File: src/rtl/wdog_quad_expire.sv
module wdog_quad_expire #(
  parameter int TIMER_W = 29
) (
  input  logic        clk,
  input  logic        rst_n,
  input  logic        tick_i,
  input  logic        bus_wr,
  input  logic        bus_rd,
  input  logic [4:0]  bus_addr,
  input  logic [31:0] bus_wdata,
  output logic [31:0] bus_rdata,
  output logic        irq_o,
  output logic        sys_rst_o
);
  localparam logic [4:0]  A_CFG = 5'h00;
  localparam logic [4:0]  A_STS = 5'h04;
  localparam logic [4:0]  A_CMD = 5'h08;
  localparam logic [4:0]  A_KEY = 5'h0C;
  localparam logic [4:0]  A_TMR = 5'h10;
  localparam logic [15:0] KEY   = 16'hC45A;
  localparam int          PAD_W = 30 - TIMER_W;

  logic               t_en, t_per;
  logic [TIMER_W-1:0] t_rel, t_cnt;
  logic               w_run, unl, ien, ren;
  logic [7:0]         w_cnt, period;
  logic [1:0]         w_exp;
  logic [3:0]         tid;

  wire wr_cfg    = bus_wr && bus_addr == A_CFG;
  wire wr_cmd    = bus_wr && bus_addr == A_CMD;
  wire wr_key    = bus_wr && bus_addr == A_KEY;
  wire wr_tmr    = bus_wr && bus_addr == A_TMR;
  wire cmd_start = wr_cmd && bus_wdata[0];
  wire t_fire    = t_en && tick_i && (t_cnt <= TIMER_W'(1));
  wire w_expire  = w_run && t_fire && (w_cnt <= 8'd1);

  always_ff @(posedge clk or negedge rst_n) begin
    if (!rst_n) begin
      t_en <= 1'b0; t_per <= 1'b0; t_rel <= '0; t_cnt <= '0;
    end else begin
      if (t_fire) begin
        t_cnt <= t_rel;
        if (!t_per) t_en <= 1'b0;
      end else if (t_en && tick_i) begin
        t_cnt <= t_cnt - TIMER_W'(1);
      end
      if (wr_tmr) begin
        t_en  <= bus_wdata[31];
        t_per <= bus_wdata[30];
        t_rel <= bus_wdata[TIMER_W-1:0];
        t_cnt <= bus_wdata[TIMER_W-1:0];
      end else if (cmd_start) begin
        t_cnt <= t_rel;
      end
    end
  end

  always_ff @(posedge clk or negedge rst_n) begin
    if (!rst_n) begin
      w_run <= 1'b0; unl <= 1'b0; ien <= 1'b0; ren <= 1'b0;
      w_cnt <= '0; period <= '0; w_exp <= '0; tid <= '0;
      irq_o <= 1'b0; sys_rst_o <= 1'b0;
    end else begin
      sys_rst_o <= 1'b0;
      if (w_run && t_fire) begin
        if (w_expire) begin
          w_cnt <= period;
          if (ien) irq_o <= 1'b1;
          if (w_exp == 2'd3) begin
            w_exp <= 2'd0;
            if (ren) begin
              sys_rst_o <= 1'b1;
              w_run     <= 1'b0;
            end
          end else begin
            w_exp <= w_exp + 2'd1;
          end
        end else begin
          w_cnt <= w_cnt - 8'd1;
        end
      end
      if (wr_cfg) begin
        tid    <= bus_wdata[3:0];
        period <= bus_wdata[11:4];
        ien    <= bus_wdata[12];
        ren    <= bus_wdata[15];
      end
      if (wr_cmd) begin
        unl <= 1'b0;
        if (bus_wdata[0]) begin
          w_run     <= 1'b1;
          w_cnt     <= period;
          w_exp     <= 2'd0;
          irq_o     <= 1'b0;
          sys_rst_o <= 1'b0;
        end else if (bus_wdata[1] && unl) begin
          w_run <= 1'b0;
        end
      end
      if (wr_key) unl <= (bus_wdata[15:0] == KEY);
    end
  end

  always_comb begin
    bus_rdata = '0;
    if (bus_rd) begin
      case (bus_addr)
        A_CFG:   bus_rdata = {16'd0, ren, 2'd0, ien, period, tid};
        A_STS:   bus_rdata = {18'd0, w_exp, w_cnt, 3'd0, w_run};
        A_TMR:   bus_rdata = {t_en, t_per, {PAD_W{1'b0}}, t_rel};
        default: bus_rdata = '0;
      endcase
    end
  end

  p_rst_single_r6: assert property (@(posedge clk) disable iff (!rst_n)
    sys_rst_o |=> !sys_rst_o);
  p_rst_stops_r6: assert property (@(posedge clk) disable iff (!rst_n)
    sys_rst_o |-> (!w_run && w_exp == 2'd0));
  p_locked_disable_r8: assert property (@(posedge clk) disable iff (!rst_n)
    (wr_cmd && !bus_wdata[0] && !unl && w_run && !t_fire) |=> w_run);
  p_exp_step_r5: assert property (@(posedge clk) disable iff (!rst_n)
    !$stable(w_exp) |-> (w_exp == $past(w_exp) + 2'd1 || w_exp == 2'd0));
  p_irq_hold_r10: assert property (@(posedge clk) disable iff (!rst_n)
    $fell(irq_o) |-> $past(cmd_start));
  p_key_consumed_r9: assert property (@(posedge clk) disable iff (!rst_n)
    (wr_cmd && !wr_key) |=> !unl);
endmodule

File: config.mk
export PLATFORM = sky130hd
export DESIGN_NAME = wdog_quad_expire
export DESIGN_NICKNAME = d
export VERILOG_FILES = /design/src/rtl/wdog_quad_expire.sv
export SDC_FILE = /design/constraint.sdc
export NUM_CORES = 1
export LEC_CHECK = 0
export BUFFER_PORTS_ARGS = -buffer_cell sky130_fd_sc_hd__clkbuf_2
export CORE_MARGIN = 2
export CORE_UTILIZATION = 58
export DETAILED_ROUTE_END_ITERATION = 16
export PLACE_DENSITY = 0.81
export SETUP_SLACK_MARGIN = 0.2
export SYNTH_ARGS = -nofsm -noshare
export SYNTH_HDL_FRONTEND = slang
export SYNTH_SLANG_ARGS = --single-unit
export TNS_END_PERCENT = 10
File: constraint.sdc
create_clock -name clk -period 2.8 [get_ports clk]
set_clock_uncertainty 0.1 [all_clocks]
set_input_delay 0.28 -clock clk [delete_from_list [all_inputs] [get_ports clk]]
set_output_delay 0.28 -clock clk [all_outputs]
set_load 0.02 [all_outputs]
# [Word-level counts from Yosys, hierarchy flattened]
# Index checks and enable logic that the tools add are counted.
[totals] regBits=88 elab_cells=79
[op_classes] add_sub_neg=3 magnitude_cmp=2 eq_ne=7 n_mux=38 reduce_logical=15
[op_table] cell="29-bit 2-to-1 mux" count=4
[op_table] cell="32-bit one-hot mux with 3 select lines" count=1
[op_table] cell="32-bit 2-to-1 mux" count=1
[op_table] cell="8-bit 2-to-1 mux" count=4
[op_table] cell="29-bit by 1-bit <= comparator with 1-bit output (second input constant)" count=1
[op_table] cell="29-bit by 1-bit subtractor with 29-bit output (second input constant)" count=1
[op_table] cell="1-bit 2-to-1 mux" count=23
[op_table] cell="16-bit equality test (second input constant)" count=1
[op_table] cell="5-bit by 4-bit equality test with 1-bit output (second input constant)" count=2
[op_table] cell="1-bit logical AND" count=10
[op_table] cell="2-bit 2-to-1 mux" count=5
[op_table] cell="8-bit by 1-bit <= comparator with 1-bit output (second input constant)" count=1
[op_table] cell="8-bit by 1-bit subtractor with 8-bit output (second input constant)" count=1
[op_table] cell="5-bit by 3-bit equality test with 1-bit output (second input constant)" count=1
[op_table] cell="5-bit equality test (second input constant)" count=1
[op_table] cell="5-bit zero test" count=1
[op_table] cell="2-bit nonzero test" count=2
[op_table] cell="4-bit nonzero test" count=1
[op_table] cell="2-bit by 1-bit adder with 2-bit output (second input constant)" count=1
[op_table] cell="2-bit equality test (second input constant)" count=1
[op_table] cell="2-bit by 1-bit != test with 1-bit output (second input constant)" count=1
[op_table] cell="2-bit AND reduction" count=1

# [Depth between registers and ports, before layout]
# Gate-level depths: netlist of run 1.
[depth] depth_word=9 mapped_depth=10 mapped_depth_nobuf=8

# [Worst setup path after synthesis of run 1]
# No wires, ideal clock.
[synth_path] path_type="register to register" startpoint="reg t_cnt[0]" endpoint="reg t_cnt[28]" arrival_ns=2.231 t_required_ns=2.574 slack_ns=0.343 stages_incl_launch_ff=10 path_buffers=1 cell_sequence="dfrtp_1 inv_1 ha_1 or3b_2 buf_2 nor4_4 nand4_1 nor3_1 o21ai_1 a221o_1"
[synth_between] elab_chain_cells=5 elab_cells_between_ends=8
[synth_rtl] element="from (decl)" line="24" text="logic [TIMER_W-1:0] t_rel, t_cnt;"
[synth_rtl] element="from (signal assigned)" line="43" text="t_cnt <= t_rel;"
[synth_rtl] element="from (signal assigned)" line="46" text="t_cnt <= t_cnt - TIMER_W'(1);"
[synth_rtl] element="from (signal assigned)" line="52" text="t_cnt <= bus_wdata[TIMER_W-1:0];"
[synth_rtl] element="29-bit by 1-bit subtractor with 29-bit output / 29-bit by 1-bit <= comparator with 1-bit output (equally long branches)" line="46, 35"
[synth_rtl] element="29-bit 2-to-1 mux / 1-bit logical AND (equally long branches)" line="45, 35"
[synth_rtl] element="29-bit 2-to-1 mux" line="42" text="if (t_fire) begin"
[synth_rtl] element="29-bit 2-to-1 mux" line="53" text="end else if (cmd_start) begin"
[synth_rtl] element="29-bit 2-to-1 mux" line="48" text="if (wr_tmr) begin"
# Several ways; a longest one is shown, not always the timed one. The select of a mux whose other input is x is not followed.
# A chain may end at the register's enable or synchronous reset.

# [Worst setup path in the final report of run 1]
[layout_path] startpoint="reg t_cnt[3]" endpoint="reg w_cnt[0]"
[layout_between] elab_chain_cells=8
[layout_rtl] element="29-bit by 1-bit <= comparator with 1-bit output *" line="35" text="wire t_fire = t_en && tick_i && (t_cnt <= TIMER_W'(1));"
[layout_rtl] element="1-bit logical AND *" line="35"
[layout_rtl] element="1-bit logical AND *" line="36, 66"
[layout_rtl] element="1-bit logical AND" line="36" text="wire w_expire = w_run && t_fire && (w_cnt <= 8'd1);"
[layout_rtl] element="8-bit 2-to-1 mux" line="67" text="if (w_expire) begin"
[layout_rtl] element="8-bit 2-to-1 mux *" line="66" text="if (w_run && t_fire) begin"
[layout_rtl] element="8-bit 2-to-1 mux" line="91" text="if (bus_wdata[0]) begin"
[layout_rtl] element="8-bit 2-to-1 mux *" line="89" text="if (wr_cmd) begin"
[layout_rtl] element="to (signal assigned)" line="68" text="w_cnt <= period;"
[layout_rtl] element="to (signal assigned)" line="80" text="w_cnt <= w_cnt - 8'd1;"
[layout_rtl] element="to (signal assigned)" line="93" text="w_cnt <= period;"
[layout_rtl] element="to (decl)" line="26" text="logic [7:0] w_cnt, period;"
# Mark *: on every way between the ends. The rest lies on a longest branch, timed or not.

==> metrics.md, run 1 <==
| Metric | Value |
|---|---|
| Layout Cells excl Fill | `811` |
| # DRC | `0` |
| Worst slew pin tran | `722.3 ps` |
| Routed len/inst | `18.33 µm` |
| Inst Count DP | `around 780` |
| CP peak stage delay | `500 ps` |
| Sequential area share after synthesis | `40.86%` |
| Die ar. | `10080 µm²` |
| Leakage power | `2.913 nW` |
| # rows | `35` |
| Commonest cells post-synth | `nand2_1, dfrtp_1, nor2_1` |
| Final instance area | `roughly 6300 µm²` |
| Tot GR Track Use | `30.05%` |
| Synth unique cells | `78` |
| Vias in the first global route | `4728` |
| Drt initial violations | `399` |
| Max cap viols | `0` |
| Largest net degree at the start of global routing | `50` |
| Most common cell in the synthesized netlist | `nand2_1` |
| Reg area | `about 2200 µm²` |
| DR vias/cell | `6.256` |
| FF+latch count, synth | `88` |
| Placer Congestion | `0.9486` |
| DRT antenna net count | `0` |
| Status | `finished, final reports clean` |
| Area leader, netlist | `dfrtp_1` |
| Worst Path Required | `2960 ps` |
| Routing usage on met3 | `4.735%` |
| Core ar. | `~9000 µm²` |
| Met2 usage | `48.32%` |
| Kind of critical path | `reg -> reg` |
| Final setup viols | `0` |
| Fin nets | `742` |
| Fin crit share | `91.92%` |
| Worst path most repeated cell | `and4_1` |
| TritonCTS clock tree | `yes` |
| Average size of a mapped cell | `8.878 µm²` |
| CP arrival | `around 2700 ps` |
| Net Count, Synth | `654` |
| Synth area leaders | `dfrtp_1, nand2_1, mux2_2` |
| Die X | `around 100 µm` |
| Cell Area, Synth | `roughly 5400 µm²` |
| GRT overflow | `0` |
| Final HPWL from detailed placement | `10640 µm` |
| Crit path max fanout | `14` |
| Async set-reset flop share out of synthesis | `between 90% and 100%` |
| CP endpoint kind | `flip-flop` |
| # diodes | `0` |
| Clk slew on worst S/H paths | `roughly 100 ps` |
| Final wirelength | `between 10000 and 15000 µm` |
| Initial core utilization | `59.16%` |
| Filler instances | `700` |
| Ports | `76` |
| Minimum clock period | `2574 ps` |
| Ys flop type | `dfrtp_1` |
| Min Hold Slack | `9.001 ps` |
| Most Crowded Layer GR | `met2` |
| Max Fclk | `0.3885 GHz` |
| Layout cell share with drive strength beyond 1 | `26.43%` |
| P&R area growth vs syn | `16.44%` |
| Clk sink count | `between 80 and 90` |
| Max Slew Vio Count | `0` |
| Post-synth top area share | `around 40%` |
| CTS Buf Count | `9` |
| H-tree depth | `3` |
| CTS Buffer Depth | `2` |
| DRT Pass-1 Iters | `5` |
| Pwr Density | `603.5 nW/µm²` |
| Die Y | `100.4 µm` |
| Count of port buffers added during placement | `73` |
| WP buf/inv | `1` |
| Post-synthesis instance total | `between 600 and 700` |
| Slowest stage cell, crit path | `dfrtp_1` |
| Met1 GRT Util | `between 40% and 50%` |
| Unrepaired setup endpoints after global routing | `yes` |
| Peak supply drop | `0.3206 mV` |
| PnR worst setup slack | `approximately 230 ps` |
| Setup TNS | `0 ps` |
| Clk root buf | `clkbuf_8` |
| First-pass GRT wire length | `23770 µm` |
| Worst path cell trace | `nor4_4 > and4_1 > and4_1 > buf_12 > o211ai_4 > nand2_2 > mux2_2` |
| Warnings, synthesis | `0` |
| Placed cell area | `5939 µm²` |
| Via total after detailed routing | `5074` |
| Multi-input gate area | `roughly 3000 µm²` |
| Initial antenna violation count | `0` |
| Crit start category | `flip-flop` |
| Max-Slew Margin vs Limit | `51.75%` |
| Final Hold Vio Count | `0` |
| Clock Latency Late Sink | `around 370 ps` |
| CP delay by family, top | `simple AND/OR/NAND/NOR gates` |
| Number of flops mapped to enable cells by yosys | `0` |
| Pre-CTS WS | `168.9 ps` |
| HP Class | `in -> reg` |
-- worst register-to-register path, cell delays in order (launching register included) --
cell      delay, ps
dfrtp_1         500
nor4_4          350
and4_1          360
and4_1          270
buf_12          160
o211ai_4        160
nand2_2         200
mux2_2          360
-- sequential cells by signal, indices dropped and copies added (netlist names), 2 cells and up --
| register | cells |
|---|---|
| tid | 4 |
| w_cnt | 8 |
| w_exp | 2 |
| period | 8 |
| t_rel | 29 |
| t_cnt | 29 |
-- path summary, 6_finish.rpt --
kind                               start         to  slack, ps  cells past startpoint
max                             t_cnt[3]   w_cnt[0]        230                      7
min                        bus_wdata[31]       t_en          9                      3
max reg2reg                     t_cnt[3]   w_cnt[0]        230                      7
min reg2reg                          unl        unl        400                      2
max in group asynchronous          rst_n  t_cnt[18]       1440                      3
min in group asynchronous          rst_n       t_en        380                      2
-- stage by stage --
| stage | power, mW | util [%] |
|---|---|---|
| finish | 3.787 | 68.89 |
| global route | 3.987 | 68.89 |
| CTS | 3.709 | 67.94 |
| detailed placement | 2.747 | 65.21 |
| global placement | 2.691 | 65.21 |
| floorplan | 2.460 | - |
-- per-layer routing --
layer | vias to the layer above | share of wire (%)
li1 | 2347 | -
met1 | 2442 | 44
met2 | 246 | 48
met3 | 39 | 6.7
met4 | 0 | 2.2
met5 | - | 0
-- power breakdown --
part           total (mW)  leakage [nW]  switching [mW]  internal (mW)
Combinational       0.931          1.72           0.465          0.466
Sequential           1.90          1.09           0.371           1.53
Clock               0.952         0.104           0.519          0.433
Total                3.79          2.91            1.35           2.43
-- layout make-up --
| type | instances | area share [%] |
|---|---|---|
| multi-input cells | 471 | 47.54 |
| flip-flops and latches | 88 | 35.13 |
| repair buffers | 115 | 11.17 |
| well taps | 111 | 2.213 |
| clock buffers | 9 | 1.974 |
| clock inverters | 7 | 1.376 |
| inverters | 10 | 0.5982 |
-- cell families (layout without fill, tap and decap cells) --
family / after synthesis / in the layout / synth area share, %
other: 1 / 1 / 0.06959
multiplexers: 38 / 38 / 7.546
flip-flops: 88 / 88 / 40.86
buffers and inverters: 48 / 141 / 4.435
AO/OA/AOI/OAI: 101 / 101 / 13.56
AND/OR/NAND/NOR: 311 / 311 / 29.93
XOR/XNOR: 15 / 15 / 2.438
adder cells (fa/ha/maj): 5 / 5 / 1.161
-- timing repair --
| item | CTS | global route |
|---|---|---|
| buffers inserted | 2 | 7 |
| gates cloned | 0 | 0 |
| hold buffers | 2 | 0 |
| pin swaps | 1 | 5 |
| hold endpoints to repair | 48 | 0 |
| gates resized for setup | 2 | 10 |
| endpoints found under the setup margin | 4 | 21 |
-- cells in the final DEF, fill, tap and decap left out, types with 11 or more instances in the layout --
cell type,netlist,final
nand2_1,114,114
dfrtp_1,88,86
clkbuf_2,0,72
nor2_1,63,62
buf_4,3,40
nand3_1,32,32
a21oi_1,27,27
mux2_2,21,21
nor3_1,18,18
mux2i_1,17,17
and2_1,17,17
o21ai_0,14,14
xnor2_1,11,11
(Power assumes the default switching activity.)
==> run 2, diff against run 1 <==
--- a/config.mk
+++ b/config.mk
@@ -7,9 +7,9 @@
 export LEC_CHECK = 0
 export BUFFER_PORTS_ARGS = -buffer_cell sky130_fd_sc_hd__clkbuf_2
 export CORE_MARGIN = 2
-export CORE_UTILIZATION = 58
+export CORE_UTILIZATION = 63
 export DETAILED_ROUTE_END_ITERATION = 16
-export PLACE_DENSITY = 0.81
+export PLACE_DENSITY = 0.87
 export SETUP_SLACK_MARGIN = 0.2
 export SYNTH_ARGS = -nofsm -noshare
 export SYNTH_HDL_FRONTEND = slang
==> constraint.sdc (replaced) <==
create_clock -name clk -period 3 [get_ports clk]
set_clock_uncertainty 0.1 [all_clocks]
set_input_delay 0.3 -clock clk [delete_from_list [all_inputs] [get_ports clk]]
set_output_delay 0.3 -clock clk [all_outputs]
set_load 0.02 [all_outputs]
==> metrics.md, run 2 (synthesis gave the netlist of run 1 again) <==
| Metric | Value |
|---|---|
| Status | `finished, final reports clean (unchanged)` |
| FF-to-FF Start | `t_cnt[0] (was t_cnt[3])` |
| Core ar. | `8258 µm² (was 9109 µm²)` |
| Initial antenna violation count | `0 (unchanged)` |
| Placed cell area | `5867 µm² (was 5939 µm²)` |
| Fin nets | `726 (was 742)` |
| R2R depth | `8 (was 7)` |
| Overall Power | `3.406 mW (was 3.787 mW)` |
| Drt initial violations | `440 (was 399)` |
| Layout cell share with drive strength beyond 1 | `23.83% (was 26.43%)` |
| # DRC | `0 (unchanged)` |
| CP endpoint kind | `flip-flop (unchanged)` |
| Crit path max fanout | `7 (was 14)` |
| Fin crit share | `90.59% (was 91.92%)` |
| Ports | `76 (unchanged)` |
| Unrepaired setup endpoints after global routing | `yes (unchanged)` |
| Commonest cells after routing, fill and taps aside | `nand2_1, dfrtp_1, clkbuf_2 (unchanged)` |
| Max Fclk | `0.3680 GHz (was 0.3885 GHz)` |
| First-pass GRT wire length | `23150 µm (was 23770 µm)` |
| DRT Pass-1 Iters | `5 (unchanged)` |
| Kind of critical path | `reg -> reg (unchanged)` |
| GRT overflow | `0 (unchanged)` |
| # diodes | `0 (unchanged)` |
| CTS Buffer Depth | `2 (unchanged)` |
| Via total after detailed routing | `4956 (was 5074)` |
| P&R area growth vs syn | `12.89% (was 16.44%)` |
| Peak supply drop | `0.3144 mV (was 0.3206 mV)` |
| Filler instances | `632 (was 700)` |
| DR vias/cell | `6.281 (was 6.256)` |
| CTS Buf Count | `9 (unchanged)` |
| Hold buffer count at cts | `0 (was 2)` |
| Final Hold Vio Count | `0 (unchanged)` |
| Tot GR Track Use | `32.81% (was 30.05%)` |
| Placer Congestion | `0.9102 (was 0.9486)` |
| Clk root buf | `clkbuf_8 (unchanged)` |
| Worst path cell trace | `inv_1 > ha_1 > or3b_2 > nor4_4 > nand4_1 > nor3_1 > o21ai_1 > a221o_1 (was nor4_4 > and4_1 > and4_1 > buf_12 > o211ai_4 > nand2_2 > mux2_2)` |
| Biggest registers after layout | `t_cnt: 29 flops, t_rel: 29 flops (unchanged)` |
| Count of port buffers added during placement | `73 (unchanged)` |
| Die Y | `96.49 µm (was 100.4 µm)` |
| Final instance area | `6083 µm² (was 6275 µm²)` |
| Minimum clock period | `2718 ps (was 2574 ps)` |
| CP delay by family, top | `simple AND/OR/NAND/NOR gates (unchanged)` |
| Final HPWL from detailed placement | `10320 µm (was 10640 µm)` |
| Clk slew on worst S/H paths | `90 ps (was 100 ps)` |
| H-tree depth | `3 (unchanged)` |
| CP peak stage delay | `550 ps (was 500 ps)` |
| Vias in the first global route | `4650 (was 4728)` |
| Die ar. | `9309 µm² (was 10080 µm²)` |
| Pwr Density | `559.9 nW/µm² (was 603.5 nW/µm²)` |
| Max Slew Vio Count | `0 (unchanged)` |
| CP arrival | `2880 ps (was 2740 ps)` |
| Setup crit start | `t_cnt[0] (was t_cnt[3])` |
| Final setup viols | `0 (unchanged)` |
| Leakage power | `2.826 nW (was 2.913 nW)` |
| TritonCTS clock tree | `yes (unchanged)` |
| Worst Path Required | `3170 ps (was 2960 ps)` |
| Die X | `96.49 µm (was 100.4 µm)` |
| Final wirelength | `14260 µm (was 14860 µm)` |
| Clk sink count | `88 (unchanged)` |
| DRT antenna net count | `0 (unchanged)` |
| Initial core utilization | `65.26% (was 59.16%)` |
| Max cap viols | `0 (unchanged)` |
| # rows | `33 (was 35)` |
| Largest net degree at the start of global routing | `89 (was 50)` |
| Stages on worst setup path | `8 (was 7)` |
| Routed len/inst | `18.07 µm (was 18.33 µm)` |
| Clock Latency Late Sink | `370 ps (about the same)` |
| HP Class | `in -> async (was in -> reg)` |
| WP buf/inv | `1 (unchanged)` |
| Worst slew pin tran | `1130 ps (was 722.3 ps)` |
| Crit start category | `flip-flop (unchanged)` |
| Setup TNS | `0 ps (unchanged)` |
| Most common cell after layout, fill and taps aside | `nand2_1 (unchanged)` |
| Max-Slew Margin vs Limit | `24.68% (was 51.75%)` |
| Slowest stage cell, crit path | `or3b_2 (was dfrtp_1)` |
==> run 2: per-stage QoR <==
| stage | hold WS, ps | worst slack, ps | instances | util (%) |
|---|---|---|---|---|
| 2_1_floorplan | -95.59 | 543.2 | 607 | - |
| 3_3_place_gp | 364.0 | 368.5 | 771 | 71.05 |
| 3_5_place_dp | 376.5 | 325.6 | 771 | 71.05 |
| 4_1_cts | 13.36 | 295.8 | 787 | 73.41 |
| 5_1_grt | 32.94 | 129.9 | 789 | 73.67 |
| 6_report | 9.668 | 282.3 | 789 | 73.67 |
==> run 2: path summary, 6_finish.rpt <==
check	end	slack (ps)
setup / recovery	t_cnt[28]	280
setup reg to reg	t_cnt[28]	280
min in group clk	t_per	10
hold / removal	w_exp[0]	10
max in group asynchronous	t_cnt[13]	2040
hold reg to reg	t_rel[28]	400
==> run 2: cell type report <==
type                       count  area, µm²  share of cell area, %
tap                          105      131.4                  2.160
clock inverter                 6      67.56                  1.111
sequential                    88       2202                  36.20
timing repair buffer          99      563.0                  9.255
inverter                      10      37.54                 0.6170
clock buffer                  10      127.6                  2.098
multi-input combinational    471       2954                  48.56
==> run 2: report_power, final <==
| group | internal [mW] | leakage (nW) | switching, mW | total [mW] |
|---|---|---|---|---|
| registers | 1.43 | 1.09 | 0.325 | 1.75 |
| logic | 0.387 | 1.64 | 0.417 | 0.804 |
| clock network | 0.390 | 0.0933 | 0.459 | 0.849 |
| total | 2.21 | 2.83 | 1.20 | 3.41 |
==> run 2: repair_timing <==
| item | CTS | global route |
|---|---|---|
| setup buffers | 0 | 2 |
| resized for setup | 0 | 2 |
| endpoints found under the setup margin | 0 | 21 |
==> run 2: routing by layer <==
layer,track usage (%),wire [µm],up-vias
met2,54.80,6903,257
met3,5.198,1000,48
met5,0,0,-
met1,42.25,5848,2344
met4,14.55,509,0
li1,-,-,2307
==> run 2: worst register-to-register path, cell delays in order (launching register included) <==
cell and delay [ps]:
dfrtp_1 480, inv_1 90, ha_1 240, or3b_2 560
nor4_4 350, nand4_1 250, nor3_1 190, o21ai_1 80
a221o_1 290
